--- config.mk ---
export PLATFORM = sky130hd
export DESIGN_NAME = dram_bank_gap_tracker
export DESIGN_NICKNAME = d
export VERILOG_FILES = /design/src/rtl/dram_gap_pkg.sv /design/src/rtl/gap_counter.sv /design/src/rtl/gap_permit.sv /design/src/rtl/dram_bank_gap_tracker.sv
export SDC_FILE = /design/constraint.sdc
export NUM_CORES = 1
export LEC_CHECK = 0
export CORE_ASPECT_RATIO = 1.25
export CORE_MARGIN = 8
export CORE_UTILIZATION = 53
export CTS_BUF_LIST = sky130_fd_sc_hd__clkbuf_4 sky130_fd_sc_hd__clkbuf_8 sky130_fd_sc_hd__clkbuf_16
export DETAILED_ROUTE_END_ITERATION = 8
export DONT_BUFFER_PORTS = 1
export PLACE_DENSITY = 0.66
export SYNTH_ARGS = -nofsm -noshare
export SYNTH_HDL_FRONTEND = slang
export SYNTH_HIERARCHICAL = 1
export SYNTH_SLANG_ARGS = --single-unit
--- constraint.sdc ---
create_clock -name clk -period 2.5 [get_ports clk]
set_clock_uncertainty 0.15 [all_clocks]
set_input_delay 0.125 -clock clk [delete_from_list [all_inputs] [get_ports clk]]
set_output_delay 0.125 -clock clk [all_outputs]
set_load 0.05 [all_outputs]
--- src/rtl/dram_gap_pkg.sv ---
package dram_gap_pkg;
  localparam int NUM_GAPS = 5;
  localparam int G_ACT_ACT = 0;
  localparam int G_ACT_PRE = 1;
  localparam int G_ACT_RW  = 2;
  localparam int G_PRE_ACT = 3;
  localparam int G_REF_ACT = 4;
endpackage

--- src/rtl/gap_counter.sv ---
module gap_counter #(
  parameter int W = 5
) (
  input  logic         clk,
  input  logic         rst_n,
  input  logic         load_i,
  input  logic [W-1:0] span_i,
  output logic         expired_o
);
  localparam logic [W-1:0] ONE  = W'(1);
  localparam logic [W-1:0] ZERO = '0;

  logic [W-1:0] cnt_q, cnt_d;
  logic         cnt_en;

  // Next-state logic. A new load replaces any count that is running.
  always_comb begin
    cnt_d  = cnt_q;
    cnt_en = 1'b0;
    if (load_i) begin
      cnt_en = 1'b1;
      cnt_d  = (span_i == ZERO) ? ZERO : span_i - ONE;
    end else if (cnt_q != ZERO) begin
      cnt_en = 1'b1;
      cnt_d  = cnt_q - ONE;
    end
  end

  always_ff @(posedge clk or negedge rst_n) begin
    if (!rst_n) cnt_q <= ZERO;
    else if (cnt_en) cnt_q <= cnt_d;
  end

  assign expired_o = (cnt_q == ZERO);
endmodule

--- src/rtl/gap_permit.sv ---
module gap_permit
  import dram_gap_pkg::*;
(
  input  logic [NUM_GAPS-1:0] expired_i,
  output logic                may_act_o,
  output logic                may_rw_o,
  output logic                may_pre_o,
  output logic                may_ref_o
);
  always_comb begin
    may_act_o = expired_i[G_ACT_ACT] & expired_i[G_PRE_ACT] & expired_i[G_REF_ACT];
    may_rw_o  = expired_i[G_ACT_RW];
    may_pre_o = expired_i[G_ACT_PRE];
    may_ref_o = expired_i[G_PRE_ACT];
  end
endmodule

--- src/rtl/dram_bank_gap_tracker.sv ---
module dram_bank_gap_tracker
  import dram_gap_pkg::*;
#(
  parameter int W = 5
) (
  input  logic         clk,
  input  logic         rst_n,
  input  logic         cmd_act_i,
  input  logic         cmd_pre_i,
  input  logic         cmd_ref_i,
  input  logic [W-1:0] gap_act_act_i,
  input  logic [W-1:0] gap_act_pre_i,
  input  logic [W-1:0] gap_act_rw_i,
  input  logic [W-1:0] gap_pre_act_i,
  input  logic [W-1:0] gap_ref_act_i,
  output logic         may_act_o,
  output logic         may_rw_o,
  output logic         may_pre_o,
  output logic         may_ref_o
);
  logic [NUM_GAPS-1:0] load;
  logic [W-1:0]        span [NUM_GAPS];
  logic [NUM_GAPS-1:0] expired;

  // Which command starts each window, and which length it uses.
  always_comb begin
    load[G_ACT_ACT] = cmd_act_i;
    load[G_ACT_PRE] = cmd_act_i;
    load[G_ACT_RW]  = cmd_act_i;
    load[G_PRE_ACT] = cmd_pre_i;
    load[G_REF_ACT] = cmd_ref_i;
    span[G_ACT_ACT] = gap_act_act_i;
    span[G_ACT_PRE] = gap_act_pre_i;
    span[G_ACT_RW]  = gap_act_rw_i;
    span[G_PRE_ACT] = gap_pre_act_i;
    span[G_REF_ACT] = gap_ref_act_i;
  end

  for (genvar g = 0; g < NUM_GAPS; g++) begin : g_win
    gap_counter #(.W(W)) u_cnt (
      .clk      (clk),
      .rst_n    (rst_n),
      .load_i   (load[g]),
      .span_i   (span[g]),
      .expired_o(expired[g])
    );
  end

  gap_permit u_permit (
    .expired_i(expired),
    .may_act_o(may_act_o),
    .may_rw_o (may_rw_o),
    .may_pre_o(may_pre_o),
    .may_ref_o(may_ref_o)
  );
endmodule

==> impl_metrics.py <==
metrics = {
    "place": {
        "dpl.cell_count": 230,
        "gp_congestion": 0.764,
        "place_area_um2": 1790,
        "io_buffers": 0,
        "dp_hpwl_mm": 2.86,
    },
    "routing": {
        "wl_mm": 3.93,
        "drt_iter0_drc": 72,
        "route.detailed.drc": 0,
        "via_per_inst": 5.71,
        "drt_pre_antenna_iters": 4,
        "postRouteAntennaNets": 0,
        "wl_per_cell_um": 14.8,
        "dr_total_vias": 1518,
    },
    "critical_path": {
        "cp_max_fo": 5,
        "end_kind": "output port",
        "critPathArrivalTime_ns": 1.89,
        "worstPathRequired_ns": 2.23,
        "startpoint_type": "register",
        "r2r_cells": 6,
        "path_class": "reg2out",
    },
    "floorplanning": {
        "core_um2": 3190,
        "fp.dieH_um": 80.7,
        "die_x_um": 67.8,
        "floorplan.initialDensity": 0.555,
        "row_count": 23,
        "pin_count": 34,
        "die_area_um2": 5470,
    },
    "synthesis": {
        "async_flop_share": 1.00,
        "synth_ff_type": "dfrtp_1",
        "ys_warn_count": 6,
        "post-synth-top-area-cell": "dfrtp_1",
        "synth_fp_nets": 239,
        "ys_seq_elements": 25,
        "synth_common_cells": "inv_1 (30), dfrtp_1 (25), a21o_1 (15)",
        "synth_edf_count": 0,
        "netlist.area_leader.share": 0.353,
        "synth.avg_cell_area_um2": 8.92,
        "ys_types": 23,
        "syn-cell-area_um2": 1770,
        "synth_cells": 199,
        "yosys-top-cells-area": "dfrtp_1 (35%), ha_1 (7.1%), a21o_1 (6.3%)",
        "yosysMostFrequentCell": "inv_1",
        "synth_seq_area_share": 0.353,
    },
    "worst_hold_path": {
        "hold_depth": 4,
        "hp-class": "in2reg",
    },
    "grt": {
        "first_global_vias": 1662,
        "grt.overflow.total": 0,
        "grt_usage": 0.155,
        "grt_max_degree": 34,
        "grt_pass1_wl_mm": 6.73,
        "antenna_found_initial": 0,
    },
    "pwr": {
        "p_leak_nw": 1.06,
        "irDropWorstVdd_uv": 403,
        "p_switching_w": 0.000404,
        "swShare": 0.323,
        "p_int_w": 0.000844,
        "power_density_nw_per_um2": 573,
        "comb_power_share": 0.353,
        "clockPowerShare": 0.203,
        "power_frac_seq": 0.444,
        "total_power_w": 0.00125,
    },
    "timing": {
        "min_period_ns": 2.16,
        "timing.fmax_ghz": 0.463,
        "hold_viol": 0,
        "report.final.slew_viol_count": 0,
        "timing.slew.headroom": 0.303,
        "worstMarginPinSlew_ns": 1.04,
        "setup_viol": 0,
        "rsz0062_at_grt": "false",
        "setup-tns-final_ns": 0,
        "finalCritPeriodShare": 0.865,
    },
    "final_layout": {
        "largestRegisters": "g_win.u_cnt/cnt_q x25",
        "antenna_cells": 0,
        "syn_to_final_growth_pct": 22.6,
        "fin_cells": 266,
        "largest_reg_flops": 25,
        "drive_above_1_share": 0.0742,
        "final_cell_area_um2": 2180,
        "top_register": "g_win.u_cnt/cnt_q",
        "final_nets": 270,
    },
    "clocking": {
        "cts_made_buffers": 3,
        "clock_sinks": 25,
        "clk_latency_ns": 0.27,
        "cts_tree": "yes",
        "cts-root-buf": "clkbuf_8",
        "htreeDepth": 1,
        "clk_path_buf_depth": 2,
        "cts.clk_slew.worst_paths_ns": 0.09,
    },
    "flow_run": {
        "cap_violations": 0,
    },
    "status": {
        "status": "finished, final reports clean",
    },
}
## repair_timing
| action | in CTS | in global routing |
|---|---|---|
| resized for setup | 0 | 1 |
| endpoints found under the setup margin | 0 | 1 |
| setup buffers | 0 | 0 |
| hold endpoints to repair | 50 | 0 |
| hold buffers | 32 | 0 |
## final timing paths
check                                                    startpoint                                   to  slack, ns
worst max-delay path            g_win[3].u_cnt/cnt_q[0]$_DFFE_PN0P_                            may_act_o       0.34
max in group asynchronous                                     rst_n  g_win[1].u_cnt/cnt_q[0]$_DFFE_PN0P_       1.93
min in group asynchronous                                     rst_n  g_win[2].u_cnt/cnt_q[4]$_DFFE_PN0P_       0.12
worst max register to register  g_win[1].u_cnt/cnt_q[0]$_DFFE_PN0P_  g_win[1].u_cnt/cnt_q[4]$_DFFE_PN0P_       0.64
worst min register to register  g_win[2].u_cnt/cnt_q[4]$_DFFE_PN0P_  g_win[2].u_cnt/cnt_q[4]$_DFFE_PN0P_       0.42
worst min-delay path                               gap_act_act_i[1]  g_win[0].u_cnt/cnt_q[1]$_DFFE_PN0P_       0.04
## kinds of logic after synthesis
kind of cell	count (synthesis)	synth area share
compound gates	50	0.190
xor+xnor	15	0.0740
fa+ha+maj	10	0.0705
buf+inv	38	0.0867
flops	25	0.353
simple gates	61	0.226
## power groups by stage
stage | clock (W) | sequential [W] | combinational [W]
after global routing | 0.000277 | 0.000566 | 0.000495
after global placement | 0 | 0.000556 | 0.000353
after CTS | 0.000263 | 0.000555 | 0.000442
after detailed placement | 0 | 0.000563 | 0.000369
final | 0.000254 | 0.000554 | 0.000440
after floorplan | 0 | 0.000541 | 0.000331
## layer usage
| layer | vias to the layer above | routed length (µm) | GRT usage |
|---|---|---|---|
| met5 | - | 0 | 0 |
| met4 | 0 | 49 | 0.0587 |
| met3 | 5 | 120 | 0.0278 |
| met2 | 19 | 2300 | 0.307 |
| met1 | 740 | 1460 | 0.148 |
| li1 | 754 | - | - |
## final cells by class
type | count | area (µm²)
fill | 256 | 1020
multi-input combinational | 136 | 995
sequential | 25 | 626
timing repair buffer | 34 | 348
inverter | 30 | 113
clock buffer | 4 | 48.8
tap | 37 | 46.3
## critical path: stages (launching register included)
cell and delay [ns]:
dfrtp_1 0.40, inv_1 0.08, ha_1 0.19, or4b_4 0.51, inv_1 0.09, and3_1 0.15
buf_4 0.19
## cell usage in the layout (no fill, tap or decap), drive strengths merged
cell          count
o22ai             5
nand2             5
buf               3
xor2              5
nand2b           10
o311ai            5
a21o             15
xnor2            10
dlymetal6s4s      1
or4b             10
nand3            10
dlygate4sd3      30
a21oi             5
clkbuf            4
and3              1
or2b              5
dfrtp            25
nand3b            5
o21ai            10
nor3             10
nor2              5
ha               10
inv              30
a22oi            10
## through the flow
stage	hold WS, ns	util	setup slack, ns
CTS	0.0398	0.680	0.235
global route	0.0544	0.681	0.207
detailed placement	-0.320	0.562	0.649
floorplan	-0.321	-	0.628
finish	0.0393	0.681	0.338
global placement	-0.320	0.562	0.717
Power figures use the tool's default switching activity.
